## src/rtl/wi_line_pkg.sv

```systemverilog
package wi_line_pkg;
   typedef logic [3:0] bus_cmd_t;
   localparam bus_cmd_t CMD_MEM_WR     = 4'h7;
   localparam bus_cmd_t CMD_MEM_WR_INV = 4'hF;
endpackage

```

## src/rtl/wi_line_cfg.sv

```systemverilog
module wi_line_cfg #(
   parameter int CLS_W    = 8,
   parameter int MAX_LINE = 32
) (
   input  logic [CLS_W-1:0] cls_i,
   output logic             legal_o,
   output logic [CLS_W-1:0] mask_o
);
   localparam int LVLS = $clog2(MAX_LINE) + 1;

   if ((MAX_LINE & (MAX_LINE - 1)) != 0 || MAX_LINE < 1) begin : g_bad_max
      $error("MAX_LINE must be a power of two");
   end
   if (MAX_LINE >= (1 << CLS_W)) begin : g_bad_width
      $error("CLS_W too narrow for MAX_LINE");
   end

   logic [LVLS-1:0] size_hit;

   for (genvar g = 0; g < LVLS; g++) begin : g_size
      assign size_hit[g] = (cls_i == CLS_W'(1 << g));
   end

   assign legal_o = |size_hit;
   assign mask_o  = cls_i - CLS_W'(1);
endmodule

```

## src/rtl/wi_line_pos.sv

```systemverilog
module wi_line_pos #(
   parameter int CLS_W = 8
) (
   input  logic [CLS_W-1:0] addr_low_i,
   input  logic [CLS_W-1:0] mask_i,
   output logic             at_end_o,
   output logic             at_start_o
);
   logic [CLS_W-1:0] offset;

   assign offset     = addr_low_i & mask_i;
   assign at_end_o   = (offset == mask_i);
   assign at_start_o = (offset == '0);
endmodule

```

## src/rtl/wi_space_chk.sv

```systemverilog
module wi_space_chk #(
   parameter int FW      = 7,
   parameter int RESERVE = 1
) (
   input  logic [FW-1:0] free_i,
   output logic          last_slot_o
);
   if (RESERVE < 0 || RESERVE >= (1 << FW)) begin : g_bad_reserve
      $error("RESERVE out of range for FW");
   end

   if (RESERVE == 0) begin : g_never
      assign last_slot_o = 1'b0;
   end else begin : g_cmp
      assign last_slot_o = (free_i <= FW'(RESERVE));
   end
endmodule

```

## src/rtl/wi_line_disc.sv

```systemverilog
module wi_line_disc
   import wi_line_pkg::*;
#(
   parameter int AW       = 30,
   parameter int FW       = 7,
   parameter int CLS_W    = 8,
   parameter int MAX_LINE = 32
) (
   input  logic             clk,
   input  logic             rst_n,
   input  logic             valid_i,
   input  logic             first_i,
   input  logic             last_i,
   input  logic [3:0]       cmd_i,
   input  logic [AW-1:0]    addr_i,
   input  logic [FW-1:0]    free_i,
   input  logic [CLS_W-1:0] cls_i,
   output logic             disc_o,
   output logic [3:0]       cmd_o,
   output logic             cmd_vld_o
);
   if (AW < CLS_W) begin : g_bad_aw
      $error("AW must be at least CLS_W");
   end

   logic             line_ok;
   logic [CLS_W-1:0] line_mask;
   logic             at_end;
   logic             at_start;
   logic             last_slot;

   wi_line_cfg #(.CLS_W(CLS_W), .MAX_LINE(MAX_LINE)) i_cfg (
      .cls_i   (cls_i),
      .legal_o (line_ok),
      .mask_o  (line_mask)
   );

   wi_line_pos #(.CLS_W(CLS_W)) i_pos (
      .addr_low_i (addr_i[CLS_W-1:0]),
      .mask_i     (line_mask),
      .at_end_o   (at_end),
      .at_start_o (at_start)
   );

   wi_space_chk #(.FW(FW), .RESERVE(1)) i_space (
      .free_i      (free_i),
      .last_slot_o (last_slot)
   );

   bus_cmd_t cmd_q;
   logic     mwi_q;
   bus_cmd_t cur_cmd;
   logic     start_mwi;
   logic     cur_mwi;
   logic     line_hit;
   logic     closing;
   bus_cmd_t fin_cmd;

   always_comb begin
      start_mwi = (cmd_i == CMD_MEM_WR_INV) && line_ok && at_start;
      cur_cmd   = first_i ? cmd_i : cmd_q;
      cur_mwi   = first_i ? start_mwi : mwi_q;
      line_hit  = cur_mwi && at_end;
      disc_o    = valid_i && (line_hit || last_slot);
      closing   = valid_i && (disc_o || last_i);
      if (cur_cmd == CMD_MEM_WR_INV) begin
         fin_cmd = line_hit ? CMD_MEM_WR_INV : CMD_MEM_WR;
      end else begin
         fin_cmd = cur_cmd;
      end
   end

   always_ff @(posedge clk or negedge rst_n) begin
      if (!rst_n) begin
         cmd_q     <= CMD_MEM_WR;
         mwi_q     <= 1'b0;
         cmd_o     <= CMD_MEM_WR;
         cmd_vld_o <= 1'b0;
      end else begin
         if (valid_i && first_i) begin
            cmd_q <= cmd_i;
            mwi_q <= start_mwi;
         end
         cmd_vld_o <= closing;
         if (closing) begin
            cmd_o <= fin_cmd;
         end
      end
   end


   full_disc_chk: assert property (@(posedge clk) disable iff (!rst_n)
      (valid_i && last_slot) |-> disc_o);


   line_disc_chk: assert property (@(posedge clk) disable iff (!rst_n)
      (valid_i && cur_mwi && at_end) |-> disc_o);


   vld_pulse_chk: assert property (@(posedge clk) disable iff (!rst_n)
      cmd_vld_o |-> $past(valid_i && (disc_o || last_i)));


   whole_line_chk: assert property (@(posedge clk) disable iff (!rst_n)
      (cmd_vld_o && cmd_o == CMD_MEM_WR_INV) |-> $past(line_ok && at_end));


   illegal_size_chk: assert property (@(posedge clk) disable iff (!rst_n)
      (valid_i && first_i && !line_ok) |=> !mwi_q);
endmodule

```

## config.mk

```make
export PLATFORM = sky130hd
export DESIGN_NAME = wi_line_disc
export DESIGN_NICKNAME = d
export VERILOG_FILES = /design/src/rtl/wi_line_pkg.sv /design/src/rtl/wi_line_cfg.sv /design/src/rtl/wi_line_pos.sv /design/src/rtl/wi_space_chk.sv /design/src/rtl/wi_line_disc.sv
export SDC_FILE = /design/constraint.sdc
export NUM_CORES = 1
export LEC_CHECK = 0
export ABC_AREA = 1
export BUFFER_PORTS_ARGS = -buffer_cell sky130_fd_sc_hd__buf_2
export CORE_ASPECT_RATIO = 1.4
export CORE_UTILIZATION = 38
export CTS_CLUSTER_SIZE = 28
export DETAILED_ROUTE_END_ITERATION = 7
export MAX_ROUTING_LAYER = met4
export PLACE_DENSITY = 0.76
export SLEW_MARGIN = 20
export SYNTH_ARGS = -nofsm -noshare
export SYNTH_HDL_FRONTEND = slang
export SYNTH_SLANG_ARGS = --single-unit
```

## constraint.sdc

```tcl
create_clock -name clk -period 1.4 [get_ports clk]
set_clock_uncertainty 0.2 [all_clocks]
set_input_delay 0.14 -clock clk [delete_from_list [all_inputs] [get_ports clk]]
set_output_delay 0.14 -clock clk [all_outputs]
set_load 0.05 [all_outputs]
```

==> results_dict.tcl, run 1 <==
set metrics [dict create \
    cts-root-buf "clkbuf_4" \
    rrSetupSlack_ns -0.43 \
    synth_area_leaders "dfstp_2 (17%), nand2_1 (16%), dfrtp_1 (11%), inv_1 (8.5%), nand3_1 (7.0%)" \
    syn_avg_cell_area_um2 6.46 \
    netlist.top_cell.by_area "dfstp_2" \
    critical_path.startpoint_type "flop" \
    num_io_pins 60 \
    cts_tree "yes" \
    synth_top_area_frac 0.171 \
    synth_nets 200 \
    hpwlAfterDp_um 2050 \
    wl_per_cell_um 11.1 \
    clock_power_share 0.193 \
    h-tree-depth 1 \
    avgViaCountPerCell 4.89 \
    synthToLayoutAreaGrowth_pct 57.0 \
    timing.fmax_mhz 524 \
    fin_crit_ns 1.91 \
    path_class "reg2out" \
    status "finished with violations" \
    die-area_um2 2630 \
    synth_area_um2 923 \
    design_area_um2 1450 \
    p_sw_uw 356 \
    seqCellArea_um2 258 \
    fp.dieH_um 60.3 \
    drive_above_1_share 0.461 \
    timing.final.ws_setup_ns -0.510 \
    gr-total-overflow 0 \
    num_rows 20 \
    ys.flop_type "dfstp_2" \
    ys_ff_latch 10 \
    wl_um 2540 \
    layout_worst_path_cycle_share 1.36 \
    synth.most_common_cell "nand2_1" \
    initial_core_util 0.415 \
    hold_end "cmd_q[0]" \
    nets 265 \
    synthCells 143 \
    critPathRequiredTime_ns 1.06 \
    cts_buffers 3 \
    rsz0062_at_grt "yes" \
    ys_top_cells_by_count "nand2_1 (40), inv_1 (21), nor2_1 (14)" \
    cts_buffer_depth 2 \
    holdWs_ns 0.0483 \
    r2r_end "cmd_o[3]" \
    worstSetupEndpointType "output port" \
    yosysWarnings 0 \
    synthArstFlopShare 1.00 \
    core_um2 2230 \
    diodes 0 \
    cap_viol_max_count 0 \
    grt_pass1_vias 1078 \
    yosysUniqueCellTypes 26 \
    grt_pass1_wl_um 4050 \
    n_fill_cell 217 \
    setup_tns_ns -2.48 \
    ir_drop_mv 0.604 \
    dr.pass1.iters 6 \
    track_usage 0.215 \
    synth_edf_count 0 \
    sw_frac_of_total 0.365 \
    p_leak_uw 0.000803 \
    hold_class "in2reg" \
    clk_latency_ns 0.26 \
    first_iter_violations 24 \
    multi_input_area_um2 622 \
    finalMaxSlewViolations 0 \
    grt_start_max_net_pins 11 \
    total_power_uw 974 \
    violations "design-rule violations, negative setup slack" \
    p_per_area_nw_per_um2 672 \
    cts.clk_slew.worst_paths_ns 0.06 \
    vias 1114 \
    ant_nets 0 \
    cp_max_fo 2 \
    post-place-ws_ns -0.709 \
    antenna_found_initial 0 \
    port_buffers 36 \
    tightest_slew_ns 0.285 \
    gp_congestion 0.879 \
    cts_sinks 10 \
    intPower_uw 618 \
    synth-seq-area-share 0.279 \
    p_seq_frac 0.371 \
    timing.rr.start "mwi_q" \
    placedInstanceArea_um2 1290 \
    slew_headroom 0.808 \
    critPathArrivalTime_ns 1.57 \
    fp.dieW_um 43.7 \
    p_comb_frac 0.436 \
    holdCritStartpoint "cmd_i[0]" \
    hold_path_depth 4 \
    r2r_cells 12 \
    hold_viol_final 0 \
    setup_viol 6 \
    drc 5 \
]
-- cell usage in the layout (no fill, tap or decap), drive strengths merged, types with 2 or more instances in the layout --
cell          n
inv          21
nand2        47
ha            3
nand4         4
nor2         16
o21ai        12
buf          55
dfstp         6
or2           2
nand3        15
dfrtp         4
nand3b        3
clkbuf        6
a21oi         3
dlygate4sd3   4
-- area by class of cell --
cell class / instances / area share
Clock buffer: 3 / 0.0155
Tap cell: 22 / 0.0190
Inverter: 22 / 0.0699
Multi-Input combinational cell: 109 / 0.429
Sequential cell: 10 / 0.178
Timing Repair Buffer: 62 / 0.289
-- layer usage --
layer,part of all wire,track usage
met3,0.027,0.0181
met1,0.37,0.213
met2,0.58,0.399
met4,0.017,0.129
met5,0,-
-- flip-flops by register name, summed over array words and instances, names as in the netlist --
| signal | flops |
|---|---|
| cmd_o | 4 |
| mwi_q | 1 |
| cmd_q | 4 |
| cmd_vld_o | 1 |
-- cells by family (layout without fill, tap and decap cells) --
kind of cell	Yosys count	count (layout)	synth area share
compound gates	17	17	0.102
buf+inv	24	87	0.104
flops	10	10	0.279
simple gates	89	89	0.474
fa+ha+maj	3	3	0.0407
-- worst max-delay path, stage by stage (launching register included) --
cell	delay [ns]
dfrtp_1	0.34
or2_2	0.10
o211ai_1	0.08
nor2_1	0.10
nand4_1	0.11
nor2_2	0.18
nand2_4	0.08
a21boi_4	0.15
buf_6	0.17
-- through the flow --
| step | cells | util |
|---|---|---|
| after CTS | 225 | 0.624 |
| after global placement | 216 | 0.580 |
| after global routing | 228 | 0.651 |
| final | 228 | 0.651 |
| after detailed placement | 216 | 0.580 |
| after floorplan | 143 | - |
-- worst max-delay path by stage --
stage	startpoint	to	slack (ns)	depth (start not counted)
after floorplan	cls_i[0]	disc_o	-0.39	12
after global placement	cls_i[0]	disc_o	-0.67	14
after detailed placement	cls_i[0]	disc_o	-0.71	14
after CTS	mwi_q	disc_o	-0.53	8
after global routing	mwi_q	disc_o	-0.61	8
final	mwi_q	disc_o	-0.51	8
-- power by group through the flow --
stage	Sequential (µW)	Clock [µW]	Combinational (µW)
2_1_floorplan	438	0	159
3_3_place_gp	361	0	377
3_5_place_dp	363	0	389
4_1_cts	359	201	406
5_1_grt	365	207	467
6_report	362	188	425
-- what timing repair did --
item / CTS / global route
hold buffers: 4 / 0
resized for setup: 7 / 13
hold endpoints to repair: 17 / 0
endpoints found under the setup margin: 7 / 10
pin swaps: 8 / 8
cloned: 0 / 0
buffers inserted: 2 / 3
Power figures use the tool's default switching activity.
==> run 2: changes to the inputs <==
Settings changed: ABC_AREA 1 to not set, CORE_MARGIN set to 4, CORE_UTILIZATION 38 to 37, PLACE_DENSITY 0.76 to 0.75.
==> run 2 against run 1 <==
  * The run ends with negative setup slack left
  * Area after synthesis fell by 2.8%
  * Design area rose by 2.6%
  * Combinational power grew 15%
  * Register-to-register slack about the same
  * Utilization rose by 0.94 points
  * Hold slack worse by 0.021 ns
  * Critical endpoint unchanged
==> results_dict.tcl, run 2 <==
set metrics [dict create \
    layout_worst_path_cycle_share 1.62 \
    hold_viol_final 0 \
    vias 944 \
    postLayoutCoreUtil 0.661 \
    timing.fmax_mhz 442 \
    wl_per_cell_um 13.6 \
    antenna_found_initial 0 \
    synth_nets 152 \
    ant_nets 0 \
    design_area_um2 1490 \
    crit_path_top_delay_cell "or3b_4" \
    worst-path-buf-inv 3 \
    final_cell_mix "buf_2 (30), buf_4 (23), mux2_2 (8)" \
    fin_crit_ns 2.26 \
    grt_start_max_net_pins 11 \
    synth_edf_count 0 \
    setup_tns_ns -4.92 \
    cts-root-buf "clkbuf_4" \
    num_rows 20 \
    drive_above_1_share 0.654 \
    hold_class "in2reg" \
    syn_avg_cell_area_um2 9.44 \
    fp.dieW_um 49.6 \
    wl_um 2470 \
    worstSetupEndpointType "output port" \
    worstPathCellList "buf_12, inv_12, ha_4, or3b_4, or3_4, a21oi_4, nor4b_4, and2_4, a21oi_4, nor2b_4, buf_8" \
    cts_buffer_depth 2 \
    gp_congestion 0.824 \
    h-tree-depth 1 \
    avgViaCountPerCell 5.22 \
    final_common_cell "buf_2" \
    dp.cells 172 \
    synth-seq-area-share 0.287 \
    dr.pass1.iters 4 \
    p_leak_uw 0.000714 \
    grt_pass1_wl_um 4190 \
    ir_drop_mv 0.851 \
    top_regs "cmd_o: 4 flops, cmd_q: 4 flops" \
    cts_tree "yes" \
    yosysUniqueCellTypes 41 \
    core_um2 2250 \
    path_class "in2out" \
    critPathArrivalTime_ns 1.92 \
    critical-path-top-delay-family "simple AND/OR/NAND/NOR gates" \
    netlist.top_cell.by_area "dfstp_2" \
    synth.most_common_cell "inv_1" \
    seqCellArea_um2 258 \
    violations "negative setup slack" \
    num_io_pins 60 \
    drc 0 \
    slew_headroom 0.776 \
    synthCells 95 \
    port_buffers 36 \
    first_iter_violations 10 \
    final_cells 181 \
    n_fill_cell 182 \
    fp.dieH_um 66.3 \
    setup_viol 7 \
    die-area_um2 3290 \
    holdCritStartpoint "cmd_i[0]" \
    finalMaxSlewViolations 0 \
    cts_buffers 3 \
    cts_sinks 10 \
    diodes 0 \
    cts.clk_slew.worst_paths_ns 0.06 \
    timing.rr.start "mwi_q" \
    nets 218 \
    timing.final.ws_setup_ns -0.862 \
    tightest_slew_ns 0.332 \
    synth_area_leaders "dfstp_2 (18%), dfrtp_1 (11%), mux2_2 (10%), mux2_4 (5.0%), xnor2_1 (4.9%)" \
    synth_area_um2 897 \
    synthArstFlopShare 1.00 \
    p_per_area_nw_per_um2 712 \
    hpwlAfterDp_um 1990 \
    synth_top_area_frac 0.176 \
    multi_input_area_um2 682 \
    clk_latency_ns 0.26 \
    ys_top_cells_by_count "inv_1 (9), mux2_2 (8), nor2_1 (7)" \
    track_usage 0.166 \
    initial_core_util 0.398 \
    ys_ff_latch 10 \
    critPathRequiredTime_ns 1.06 \
    crit_start "cls_i[1]" \
    cp_max_fo 4 \
    grt_pass1_vias 952 \
    cap_viol_max_count 0 \
    holdWs_ns 0.0273 \
    critPathMostFrequentCell "a21oi_4" \
    critical_path.startpoint_type "primary input" \
    rsz0062_at_grt "yes" \
    yosysWarnings 0 \
    critPathMaxStageDelay_ns 0.41 \
    status "finished with violations" \
    placedInstanceArea_um2 1290 \
    synthToLayoutAreaGrowth_pct 65.8 \
    gr-total-overflow 0 \
    ys.flop_type "dfstp_2" \
]
-- run 2: cell types whose count changed in the layout (fill, tap and decap cells not counted), moves of 4 or more --
cell / delta
xnor2_1: +4
nor2_1: -5
o21ai_0: -7
nand2_2: -8
nand4_1: -4
inv_1: -11
nand2_1: -31
mux2_2: +8
nand3_1: -13
-- run 2: layout make-up --
class	count	share of cell area
flip-flops and latches	10	0.173
inverters	9	0.0362
multi-input cells	73	0.458
repair buffers	64	0.299
well taps	22	0.0185
clock buffers	3	0.0151
-- run 2: kinds of logic after synthesis --
kind of cell,share of synthesized area
and+or+nand+nor,0.190
AOI/OAI and AO/OA,0.215
buffers and inverters,0.0669
muxes,0.151
DFF,0.287
xor gates and xnor gates,0.0488
adders and majority gates,0.0418
-- run 2: stage by stage --
stage,total power [µW],worst slack [ns]
global placement,813,-1.05
finish,1060,-0.862
CTS,1040,-0.876
floorplan,663,-0.841
detailed placement,825,-1.12
global route,1130,-0.967
-- run 2: tightest hold or removal path, cell delays in order --
cell,delay [ns]
buf_2,0.09
buf_4,0.09
mux2_2,0.13
-- run 2: routing by layer --
metal,vias to the layer above,GRT usage,share of wire
met5,-,-,0
met4,0,0.0623,0.014
met3,4,0.0135,0.056
met2,28,0.298,0.55
met1,433,0.190,0.38
li1,479,-,-
-- run 2: what timing repair did --
| item | CTS | global route |
|---|---|---|
| setup endpoints to repair | 7 | 10 |
| gates cloned | 0 | 0 |
| hold buffers | 3 | 0 |
| buffers inserted | 2 | 1 |
| endpoints found under the hold margin | 12 | 0 |
| gates resized for setup | 21 | 8 |
| pin swaps | 10 | 5 |
-- run 2: final timing paths --
kind,endpoint,slack [ns],depth (start not counted)
setup / recovery,disc_o,-0.86,11
hold / removal,cmd_q[0],0.03,3
setup reg to reg,cmd_o[0],-0.44,6
hold reg to reg,cmd_o[3],0.31,1
min in group asynchronous,cmd_q[3],0.06,2
max in group asynchronous,cmd_q[1],0.69,2
-- run 2: power by group --
group | internal [µW] | switching, µW | total [µW] | leakage (µW)
Clock | 98.5 | 84.8 | 183 | 0.0000138
Sequential | 358 | 28.7 | 387 | 0.000114
Combinational | 235 | 254 | 489 | 0.000586
Total | 692 | 367 | 1060 | 0.000714
